`src/rtl/sdr_pkg.sv`:
```
package sdr_pkg;
  localparam int MODE_W = 10;

  typedef enum logic [1:0] {
    CMD_NOP   = 2'b00,
    CMD_READ  = 2'b01,
    CMD_WRITE = 2'b10,
    CMD_LOAD  = 2'b11
  } cmd_t;

  typedef struct packed {
    logic [1:0] bl_log;    // log2 of burst length
    logic       cas3;      // 1: latency 3, 0: latency 2
    logic       wr_single; // writes touch one location
  } mode_t;

  function automatic logic word_legal(input logic [MODE_W-1:0] w);
    return (w[8:7] == 2'b00) && !w[3] && !w[2] &&
           ((w[6:4] == 3'b010) || (w[6:4] == 3'b011));
  endfunction

  function automatic mode_t word_decode(input logic [MODE_W-1:0] w);
    mode_t m;
    m.bl_log    = w[1:0];
    m.cas3      = w[4];
    m.wr_single = w[9];
    return m;
  endfunction
endpackage

```
`src/rtl/sdr_mode_reg.sv`:
```
module sdr_mode_reg
  import sdr_pkg::*;
(
  input  logic              clk,
  input  logic              rst_n,
  input  logic              load,
  input  logic [MODE_W-1:0] word,
  output mode_t             mode,
  output logic              err
);
  always_ff @(posedge clk) begin
    if (!rst_n) begin
      mode <= '{bl_log: 2'd0, cas3: 1'b0, wr_single: 1'b0};
      err  <= 1'b0;
    end else begin
      err <= 1'b0;
      if (load) begin
        if (word_legal(word)) mode <= word_decode(word);
        else                  err  <= 1'b1;
      end
    end
  end


  keep_mode_on_err_chk: assert property (@(posedge clk) disable iff (!rst_n)
    err |-> $stable(mode));


  err_one_cycle_chk: assert property (@(posedge clk) disable iff (!rst_n)
    err |-> $past(load));
endmodule

```
`src/rtl/sdr_burst_addr.sv`:
```
module sdr_burst_addr #(
  parameter int COL_W = 4
) (
  input  logic [COL_W-1:0] base,
  input  logic [2:0]       idx,
  input  logic [1:0]       bl_log,
  output logic [COL_W-1:0] addr
);
  logic [COL_W-1:0] mask, sum;

  always_comb begin
    mask = COL_W'((4'd1 << bl_log) - 4'd1);
    sum  = base + COL_W'(idx);
    addr = (base & ~mask) | (sum & mask);
  end
endmodule

```
`src/rtl/sdr_read_pipe.sv`:
```
module sdr_read_pipe
  import sdr_pkg::*;
#(
  parameter int DW    = 16,
  parameter int COL_W = 4
) (
  input  logic             clk,
  input  logic             rst_n,
  input  logic             start,
  input  logic             abort,
  input  logic [COL_W-1:0] col,
  input  mode_t            mode,
  input  logic [DW-1:0]    rd_word,
  output logic [COL_W-1:0] rd_addr,
  output logic [DW-1:0]    rdata,
  output logic             rvalid,
  output logic             oe
);
  logic [1:0]       dly;
  logic [3:0]       left;
  logic [2:0]       idx;
  logic [COL_W-1:0] base;
  logic [1:0]       blq;

  sdr_burst_addr #(.COL_W(COL_W)) u_raddr (
    .base(base), .idx(idx), .bl_log(blq), .addr(rd_addr)
  );

  always_ff @(posedge clk) begin
    if (!rst_n) begin
      dly <= '0; left <= '0; idx <= '0; base <= '0; blq <= '0;
      rdata <= '0; rvalid <= 1'b0; oe <= 1'b0;
    end else if (start) begin
      dly    <= mode.cas3 ? 2'd2 : 2'd1;
      left   <= 4'd1 << mode.bl_log;
      idx    <= '0;
      base   <= col;
      blq    <= mode.bl_log;
      rvalid <= 1'b0;
      oe     <= 1'b0;
    end else if (abort) begin
      dly <= '0; left <= '0; rvalid <= 1'b0; oe <= 1'b0;
    end else if (dly != 2'd0) begin
      dly    <= dly - 2'd1;
      rvalid <= 1'b0;
      if (dly == 2'd1) oe <= 1'b1;
    end else if (left != 4'd0) begin
      rdata  <= rd_word;
      rvalid <= 1'b1;
      oe     <= 1'b1;
      left   <= left - 4'd1;
      idx    <= idx + 3'd1;
    end else begin
      rvalid <= 1'b0;
      oe     <= 1'b0;
    end
  end


  oe_before_data_chk: assert property (@(posedge clk) disable iff (!rst_n)
    $rose(rvalid) |-> $past(oe));


  valid_implies_drive_chk: assert property (@(posedge clk) disable iff (!rst_n)
    rvalid |-> oe);


  new_read_drops_bus_chk: assert property (@(posedge clk) disable iff (!rst_n)
    start |=> (!rvalid && !oe));

  logic [3:0] run_len;
  always_ff @(posedge clk) begin
    if (!rst_n)      run_len <= '0;
    else if (rvalid) run_len <= run_len + 4'd1;
    else             run_len <= '0;
  end


  burst_not_long_chk: assert property (@(posedge clk) disable iff (!rst_n)
    rvalid |-> (run_len < (4'd1 << blq)));
endmodule

```
`src/rtl/sdr_cmd_core.sv`:
```
module sdr_cmd_core
  import sdr_pkg::*;
#(
  parameter int DW    = 16,
  parameter int COL_W = 4
) (
  input  logic                      clk,
  input  logic                      rst_n,
  input  logic [1:0]                cmd,
  input  logic [COL_W-1:0]          col,
  input  logic [sdr_pkg::MODE_W-1:0] mode_word,
  input  logic [DW-1:0]             wdata,
  output logic [DW-1:0]             rdata,
  output logic                      rd_valid,
  output logic                      dq_oe,
  output logic                      mode_err
);
  localparam int DEPTH = 1 << COL_W;

  cmd_t             cmd_q;
  mode_t            mode;
  logic [DW-1:0]    mem [DEPTH];
  logic [COL_W-1:0] rd_addr, waddr, wa, wbase;
  logic [2:0]       wleft, widx;
  logic [1:0]       wbl;
  logic             we;

  assign cmd_q = cmd_t'(cmd);

  sdr_mode_reg u_mode (
    .clk(clk), .rst_n(rst_n), .load(cmd_q == CMD_LOAD),
    .word(mode_word), .mode(mode), .err(mode_err)
  );

  sdr_read_pipe #(.DW(DW), .COL_W(COL_W)) u_rd (
    .clk(clk), .rst_n(rst_n),
    .start(cmd_q == CMD_READ),
    .abort(cmd_q == CMD_WRITE || cmd_q == CMD_LOAD),
    .col(col), .mode(mode), .rd_word(mem[rd_addr]),
    .rd_addr(rd_addr), .rdata(rdata), .rvalid(rd_valid), .oe(dq_oe)
  );

  sdr_burst_addr #(.COL_W(COL_W)) u_waddr (
    .base(wbase), .idx(widx), .bl_log(wbl), .addr(waddr)
  );

  always_comb begin
    we = 1'b0;
    wa = col;
    if (cmd_q == CMD_WRITE) begin
      we = 1'b1;
    end else if (cmd_q == CMD_NOP && wleft != 3'd0) begin
      we = 1'b1;
      wa = waddr;
    end
  end

  always_ff @(posedge clk) begin
    if (!rst_n) begin
      wleft <= '0; widx <= '0; wbase <= '0; wbl <= '0;
    end else if (cmd_q == CMD_WRITE) begin
      wbase <= col;
      wbl   <= mode.bl_log;
      widx  <= 3'd1;
      wleft <= mode.wr_single ? 3'd0 : 3'((4'd1 << mode.bl_log) - 4'd1);
    end else if (cmd_q != CMD_NOP) begin
      wleft <= '0;
    end else if (wleft != 3'd0) begin
      wleft <= wleft - 3'd1;
      widx  <= widx + 3'd1;
    end
  end

  always_ff @(posedge clk) begin
    if (!rst_n) begin
      for (int i = 0; i < DEPTH; i++) mem[i] <= '0;
    end else if (we) begin
      mem[wa] <= wdata;
    end
  end


  wr_burst_span_chk: assert property (@(posedge clk) disable iff (!rst_n)
    (cmd_q == CMD_NOP && wleft != 3'd0) |-> (((waddr ^ wbase) >> wbl) == '0));


  single_write_stops_chk: assert property (@(posedge clk) disable iff (!rst_n)
    (cmd_q == CMD_WRITE && mode.wr_single) |=> (wleft == 3'd0));
endmodule

```
`config.mk`:
```
export PLATFORM = sky130hd
export DESIGN_NAME = sdr_cmd_core
export DESIGN_NICKNAME = d
export VERILOG_FILES = /design/src/rtl/sdr_pkg.sv /design/src/rtl/sdr_mode_reg.sv /design/src/rtl/sdr_burst_addr.sv /design/src/rtl/sdr_read_pipe.sv /design/src/rtl/sdr_cmd_core.sv
export SDC_FILE = /design/constraint.sdc
export NUM_CORES = 1
export LEC_CHECK = 0
export CAP_MARGIN = 0
export CELL_PAD_IN_SITES_DETAIL_PLACEMENT = 0
export CELL_PAD_IN_SITES_GLOBAL_PLACEMENT = 2
export CORE_ASPECT_RATIO = 0.9
export CORE_MARGIN = 2
export CORE_UTILIZATION = 41
export CTS_CLUSTER_DIAMETER = 30
export DETAILED_ROUTE_END_ITERATION = 8
export HOLD_SLACK_MARGIN = 0.06
export PLACE_DENSITY = 0.79
export SYNTH_ARGS = -nofsm -noshare
export SYNTH_HDL_FRONTEND = slang
export SYNTH_HIERARCHICAL = 1
export SYNTH_SLANG_ARGS = --single-unit
```
`constraint.sdc`:
```
create_clock -name clk -period 9.6 [get_ports clk]
set_clock_uncertainty 0.1 [all_clocks]
set_input_delay 0.96 -clock clk [delete_from_list [all_inputs] [get_ports clk]]
set_output_delay 0.96 -clock clk [all_outputs]
set_load 0.02 [all_outputs]
```
==> results of run 1 <==
## per-stage QoR
stage | area (µm²) | total power [mW] | hold slack [ns] | utilization | std cells
CTS | 17600 | 4.21 | 0.373 | 0.515 | 1643
global placement | 15200 | 1.82 | 0.362 | 0.445 | 1512
floorplan | 14300 | 1.72 | 0.342 | - | 1078
detailed placement | 15200 | 1.83 | 0.367 | 0.445 | 1512
finish | 17600 | 4.18 | 0.371 | 0.515 | 1643
global route | 17600 | 4.31 | 0.402 | 0.515 | 1643
## layout make-up
type                            instances  area share
Sequential cell                       306       0.495
Clock inverter                         39      0.0249
Tap cell                              462      0.0329
Multi-Input combinational cell        626       0.285
Timing Repair Buffer                   86      0.0442
Inverter                               32     0.00684
Clock buffer                           92       0.112
## routing by layer
layer / share of wire / routed length, µm / global-route usage
met4: 0.017 / 654 / 0.0625
met5: 0 / 0 / 0
met1: 0.44 / 16700 / 0.293
met3: 0.076 / 2910 / 0.0649
met2: 0.47 / 17900 / 0.330
## report_power, final
| part | total, mW | switching [mW] | leakage (nW) | internal (mW) |
|---|---|---|---|---|
| clock network | 2.38 | 0.749 | 1.17 | 1.63 |
| registers | 1.51 | 0.0187 | 3.06 | 1.49 |
| logic | 0.295 | 0.198 | 1.59 | 0.0961 |
## flip-flops by register name, summed over array words and instances (netlist names)
register	flops
u_rd/left	4
u_rd/rvalid	1
widx	3
u_mode/err	1
u_rd/base	4
u_rd/rdata	16
mem	256
u_rd/blq	2
wleft	3
u_rd/oe	1
u_rd/idx	3
wbase	4
u_rd/dly	2
wbl	2
u_mode/mode	4
## worst paths after layout
kind | start | to | slack [ns] | cells past startpoint
max | cmd[1] | mem[5][9] | 5.14 | 7
min | u_rd/rdata[6] | u_rd/rdata[6] | 0.37 | 2
max reg2reg | widx[0] | mem[5][9] | 5.47 | 10
min reg2reg | u_rd/rdata[6] | u_rd/rdata[6] | 0.37 | 2
## layout by cell type, fill, tap and decap left out, types with 6 or more instances in the layout
| master | instances |
|---|---|
| sky130_fd_sc_hd__clkdlybuf4s50_1 | 52 |
| sky130_fd_sc_hd__mux4_2 | 64 |
| sky130_fd_sc_hd__inv_1 | 31 |
| sky130_fd_sc_hd__ha_1 | 11 |
| sky130_fd_sc_hd__buf_4 | 34 |
| sky130_fd_sc_hd__clkinv_1 | 8 |
| sky130_fd_sc_hd__clkbuf_16 | 74 |
| sky130_fd_sc_hd__o21ai_1 | 17 |
| sky130_fd_sc_hd__clkbuf_1 | 14 |
| sky130_fd_sc_hd__mux2i_1 | 10 |
| sky130_fd_sc_hd__a21oi_1 | 26 |
| sky130_fd_sc_hd__nand2_1 | 51 |
| sky130_fd_sc_hd__nor2_1 | 19 |
| sky130_fd_sc_hd__dfxtp_1 | 50 |
| sky130_fd_sc_hd__a21boi_0 | 6 |
| sky130_fd_sc_hd__o21ai_0 | 20 |
| sky130_fd_sc_hd__edfxtp_1 | 256 |
| sky130_fd_sc_hd__clkinv_2 | 13 |
| sky130_fd_sc_hd__a22oi_1 | 33 |
| sky130_fd_sc_hd__nand2b_1 | 6 |
| sky130_fd_sc_hd__bufinv_16 | 7 |
| sky130_fd_sc_hd__nor3_2 | 41 |
| sky130_fd_sc_hd__nor3_1 | 220 |
| sky130_fd_sc_hd__nand3_1 | 23 |
## critical path, cell delays in order
cell	delay, ns
sky130_fd_sc_hd__clkdlybuf4s50_1	0.69
sky130_fd_sc_hd__nor2_2	0.61
sky130_fd_sc_hd__a21oi_1	0.20
sky130_fd_sc_hd__o21ai_4	0.89
sky130_fd_sc_hd__buf_4	0.53
sky130_fd_sc_hd__o21ai_1	0.41
sky130_fd_sc_hd__buf_4	0.32
## logic make-up after synthesis
kind of cell	after synthesis	share of synthesized area
simple gates	394	0.155
xor+xnor	5	0.00307
compound gates	136	0.0632
buf+inv	146	0.0453
mux	78	0.112
flops	306	0.609
fa+ha+maj	13	0.0125
==> Flow_metrics.wiki, run 1 <==
{| class="wikitable"
! Metric !! Value
|-
| Max FO, Critical Path || 35
|-
| Bufs on Longest Clock Path || 3
|-
| Cells resized by post-CTS repair || 0
|-
| Pin count of the biggest net entering global routing || 69
|-
| Number of buffers inserted to repair setup after CTS || 0
|-
| Post-route minimum period || 4.46 ns
|-
| Wirelength, routed || 38.1 mm
|-
| Die span in y || 181 µm
|-
| Proportion of layout cells with a drive suffix above 1 || 0.238
|-
| Area delta synth->final || 23.2%
|-
| Total power density per cell area || 238 nW/µm²
|-
| I/O pin total || 53
|-
| Actual transition at the worst max-transition pin || 1.22 ns
|-
| Worst Hold Class || reg2reg
|-
| Ant. Diodes || 0
|-
| Overall via count from detail_route || 9313
|-
| Global route overflow || 0
|-
| Reported max-cap violation count || 0
|-
| Detailed Routing Iterations Pass 1 || 5
|-
| Mean number of vias per cell || 5.67
|-
| Critical path required time || 9.80 ns
|-
| Worst slack, placed || 4.45 ns
|-
| Top cells by area in the synthesized netlist || sky130_fd_sc_hd__edfxtp_1, sky130_fd_sc_hd__mux4_2, sky130_fd_sc_hd__nor3_1
|-
| Area occupied by multi-input gates || 5010 µm²
|-
| Unrepaired setup endpoints after global routing || false
|-
| # fillers || 2928
|-
| Storage cell area || 8690 µm²
|-
| Commonest register cell after synthesis || sky130_fd_sc_hd__edfxtp_1
|-
| Post-synth ARST share || 0
|-
| Category of the critical setup timing path || in2reg
|-
| Crit path capture type || flop
|-
| Root buf cell || sky130_fd_sc_hd__clkbuf_16
|-
| Setup TNS || 0 ns
|-
| Count of pins over their slew limit || 0
|-
| Number of global-route vias before repair || 9527
|-
| Num rows || 64
|-
| Leakage power figure || 5.82 nW
|-
| Max IR drop VDD || 111 µV
|-
| Clock latency on the worst-skew pair || 0.55 ns
|-
| Post-synthesis instance total || 1078
|-
| Starting utilization of the core area || 0.418
|-
| Number of design-rule violations left by the first detailed-router iteration || 790
|-
| Port-buffer cells || 52
|-
| Synthesized area per cell || 13.2 µm²
|-
| Outcome || finished clean
|-
| Die Footprint || 36300 µm²
|-
| Worst EP arrival || 4.66 ns
|-
| Most frequently used cell type in the post-synthesis netlist || sky130_fd_sc_hd__edfxtp_1
|-
| Leading post-synthesis cells by instance count || sky130_fd_sc_hd__edfxtp_1, sky130_fd_sc_hd__nor3_1, sky130_fd_sc_hd__clkbuf_1
|-
| Antenna-violating nets left || 0
|-
| Clock edge transition at the registers on the reported setup and hold paths || 0.04 ns
|-
| Number of synthesis warnings || 6
|-
| Ratio of final minimum period to clock period || 0.465
|-
| Quantity of hold-fixing buffers added after cts || 0
|-
| Total Routing Usage GR || 0.214
|-
| Flops & latches, synth || 306
|-
| CTS Buf Count || 72
|-
| Post-synthesis instance area || 14300 µm²
|-
| Routability-driven placement congestion ratio || 0.796
|-
| Sum of net half-perimeters after detailed placement || 22.7 mm
|-
| Clock net sink count || 306
|-
| Number of nets in the synthesized netlist || 1125
|-
| Sequential element share of the synthesized area || 0.609
|-
| CTS tree || built
|-
| Timing-limited maximum frequency || 0.224 GHz
|-
| Final setup violation count || 0
|-
| H-tree lvl count || 3
|-
| Most area-hungry cell type in the Yosys netlist || sky130_fd_sc_hd__edfxtp_1
|-
| Slack of the critical path || 5.14 ns
|-
| Global-route wire length before repair || 58.5 mm
|-
| Post-synth EDFFs || 256
|-
| Final Hold Viols || 0
|-
| Net count reported at finish || 1171
|-
| CORE AREA || 34100 µm²
|-
| Initial antenna violation count || 0
|-
| Routed len/inst || 23.2 µm
|-
| Die X-Extent || 201 µm
|-
| Unique masters post-synth || 62
|-
| Relative slew slack || 0.185
|-
| Startpoint kind of the worst setup timing path || input port
|-
| DRC errors left || 0
|-
| Yosys top cell area share || 0.539
|}
Note: power is estimated with default switching activity, not from simulation.
==> run 2: changes to the inputs <==
Settings changed: CORE_UTILIZATION 41 to 39.
Clock period 9.6 ns to 4 ns, I/O delays scaled along.
==> run 2 against run 1 <==
Compared with the run above:
- cell area rose by 2.8%
- die area rose by 5.0%
- clock-buffer cell count fell by 4
- combinational power rose by 150%
- sequential share of layout area fell by 1.3 points
- power rose to 2.5 times the previous value
==> Flow_metrics.wiki, run 2 (synthesis results as in run 1) <==
{| class="wikitable"
! Metric !! Value
|-
| Count of buffer and inverter cells on the critical path || 2
|-
| Number of design-rule violations left by the first detailed-router iteration || 983
|-
| Cell-by-cell listing of the critical path || inv_1 -> ha_1 -> nand2b_1 -> a21boi_1 -> o22ai_2 -> buf_4 -> nor3_1
|-
| Max reg flops || 256
|-
| Routability-driven placement congestion ratio || 0.751
|-
| Cell class contributing the biggest share of worst-path delay || compound AO/OA/AOI/OAI gates
|-
| DRC errors left || 0
|-
| Overall via count from detail_route || 9504
|-
| Crit path capture type || flop
|-
| Mean number of vias per cell || 5.61
|-
| Antenna-violating nets left || 0
|-
| Clock edge transition at the registers on the reported setup and hold paths || 0.04 ns
|-
| Sum of net half-perimeters after detailed placement || 24.2 mm
|-
| Cells resized by post-CTS repair || 0
|-
| Max IR drop VDD || 262 µV
|-
| Biggest cell delay along the critical path || 0.91 ns
|-
| Worst EP arrival || 3.39 ns
|-
| Ant. Diodes || 0
|-
| Sequential group share of total power || 0.343
|-
| Initial antenna violation count || 0
|-
| Global-route wire length before repair || 58.5 mm
|-
| Port-buffer cells || 52
|-
| Num rows || 66
|-
| Pin count of the biggest net entering global routing || 42
|-
| Root buf cell || sky130_fd_sc_hd__clkbuf_16
|-
| Bufs on Longest Clock Path || 3
|-
| Wirelength, routed || 37.8 mm
|-
| Met1 demand-to-capacity share in global routing || 0.289
|-
| Master of the slowest instance on the critical path || sky130_fd_sc_hd__o22ai_2
|-
| Timing-limited maximum frequency || 0.310 GHz
|-
| Clock net sink count || 306
|-
| Clock latency on the worst-skew pair || 0.55 ns
|-
| Net count reported at finish || 1207
|-
| Fin cells || 1693
|-
| Proportion of layout cells with a drive suffix above 1 || 0.256
|-
| Leakage power figure || 6.05 nW
|-
| Worst Hold Class || in2reg
|-
| Internal power || 8.28 mW
|-
| Relative slew slack || 0.204
|-
| Outcome || finished clean
|-
| Unrepaired setup endpoints after global routing || false
|-
| Max FO, Critical Path || 19
|-
| Total power density per cell area || 585 nW/µm²
|-
| H-tree lvl count || 3
|-
| Final setup violation count || 0
|-
| Most frequent cells in the layout || sky130_fd_sc_hd__edfxtp_1, sky130_fd_sc_hd__nor3_1, sky130_fd_sc_hd__clkbuf_16
|-
| CORE AREA || 36100 µm²
|-
| Quantity of hold-fixing buffers added after cts || 0
|-
| Switching portion of total power || 0.216
|-
| Category of the critical setup timing path || reg2reg
|-
| Die span in y || 185 µm
|-
| Detailed Routing Iterations Pass 1 || 5
|-
| Register with the most flip-flops || mem
|-
| Startpoint kind of the worst setup timing path || flop
|-
| Ratio of final minimum period to clock period || 0.805
|-
| CTS Buf Count || 72
|-
| Die X-Extent || 206 µm
|-
| Largest registers in the final layout || mem: 256 flops, u_rd/rdata: 16 flops
|-
| # fillers || 3059
|-
| Count of pins over their slew limit || 0
|-
| Post-route minimum period || 3.22 ns
|-
| Routing usage on met2 || 0.320
|-
| Starting utilization of the core area || 0.395
|-
| Proportion of power drawn by the clock network || 0.588
|-
| Final Hold Viols || 0
|-
| Most common cell after layout, fill and taps aside || sky130_fd_sc_hd__edfxtp_1
|-
| GRT met3 Usage || 0.0410
|-
| Area delta synth->final || 26.6%
|-
| Total Routing Usage GR || 0.205
|-
| Net load switching power || 2.28 mW
|-
| CTS tree || built
|-
| Die Footprint || 38100 µm²
|-
| Number of buffers inserted to repair setup after CTS || 0
|-
| Number of instances in the placed design || 1562
|-
| Actual transition at the worst max-transition pin || 1.19 ns
|-
| I/O pin total || 53
|-
| Setup TNS || 0 ns
|-
| Reported max-cap violation count || 0
|-
| Share of total power in combinational logic || 0.069
|-
| Critical path required time || 4.17 ns
|-
| Gr busiest metal || met2
|-
| Global route overflow || 0
|-
| Number of global-route vias before repair || 9606
|-
| Routed len/inst || 22.3 µm
|}
[run 2: cell count changes in the layout (fill, tap and decap cells not counted), moves of 3 or more]
cell,delta
sky130_fd_sc_hd__buf_4,+34
sky130_fd_sc_hd__bufinv_16,+9
sky130_fd_sc_hd__clkbuf_8,-4
sky130_fd_sc_hd__clkinv_1,+6
sky130_fd_sc_hd__clkinv_2,-8
sky130_fd_sc_hd__clkinv_4,-3
sky130_fd_sc_hd__clkinvlp_4,+4
[run 2: final cells by class]
class                   instances  area [µm²]  share of cell area
well taps                     476         596              0.0330
clock inverters                43         632              0.0350
clock buffers                  88        1950               0.108
repair buffers                122        1070              0.0593
multi-input cells             626        5010               0.277
flip-flops and latches        306        8690               0.481
inverters                      32         120             0.00665
[run 2: worst paths after layout]
| kind | startpoint | to | slack (ns) | cells after the start |
|---|---|---|---|---|
| max reg2reg | wleft[0] | mem[13][15] | 0.78 | 7 |
| max | wleft[0] | mem[13][15] | 0.78 | 7 |
| min | mode_word[4] | u_mode/mode[1] | 0.31 | 3 |
| min reg2reg | u_rd/rdata[13] | u_rd/rdata[13] | 0.37 | 2 |
[run 2: power by group through the flow]
stage / clock network (mW) / registers (mW) / logic, mW
final: 6.22 / 3.62 / 0.726
after global routing: 6.46 / 3.63 / 0.779
after CTS: 6.28 / 3.63 / 0.728
after detailed placement: 0 / 3.68 / 0.726
after global placement: 0 / 3.68 / 0.722
after floorplan: 0 / 3.68 / 0.446
[run 2: worst min-delay path: stages]
cell and delay, ns:
sky130_fd_sc_hd__clkdlybuf4s50_1 0.40, sky130_fd_sc_hd__nand2_1 0.06, sky130_fd_sc_hd__mux2i_1 0.05
[run 2: stage by stage]
step / total power, mW / cell area [µm²] / hold slack, ns / util / setup WS, ns
after floorplan: 4.12 / 14300 / 0.342 / - / 0.382
after global placement: 4.40 / 15500 / 0.365 / 0.429 / 0.750
after detailed placement: 4.40 / 15500 / 0.369 / 0.429 / 0.757
after CTS: 10.6 / 18100 / 0.295 / 0.500 / 0.771
after global routing: 10.9 / 18100 / 0.293 / 0.500 / 0.607
final: 10.6 / 18100 / 0.309 / 0.500 / 0.778
[run 2: routing by layer]
layer	vias up	wire, µm
li1	4333	-
met3	47	2320
met1	4814	16800
met4	0	622
met5	-	0
met2	310	18000
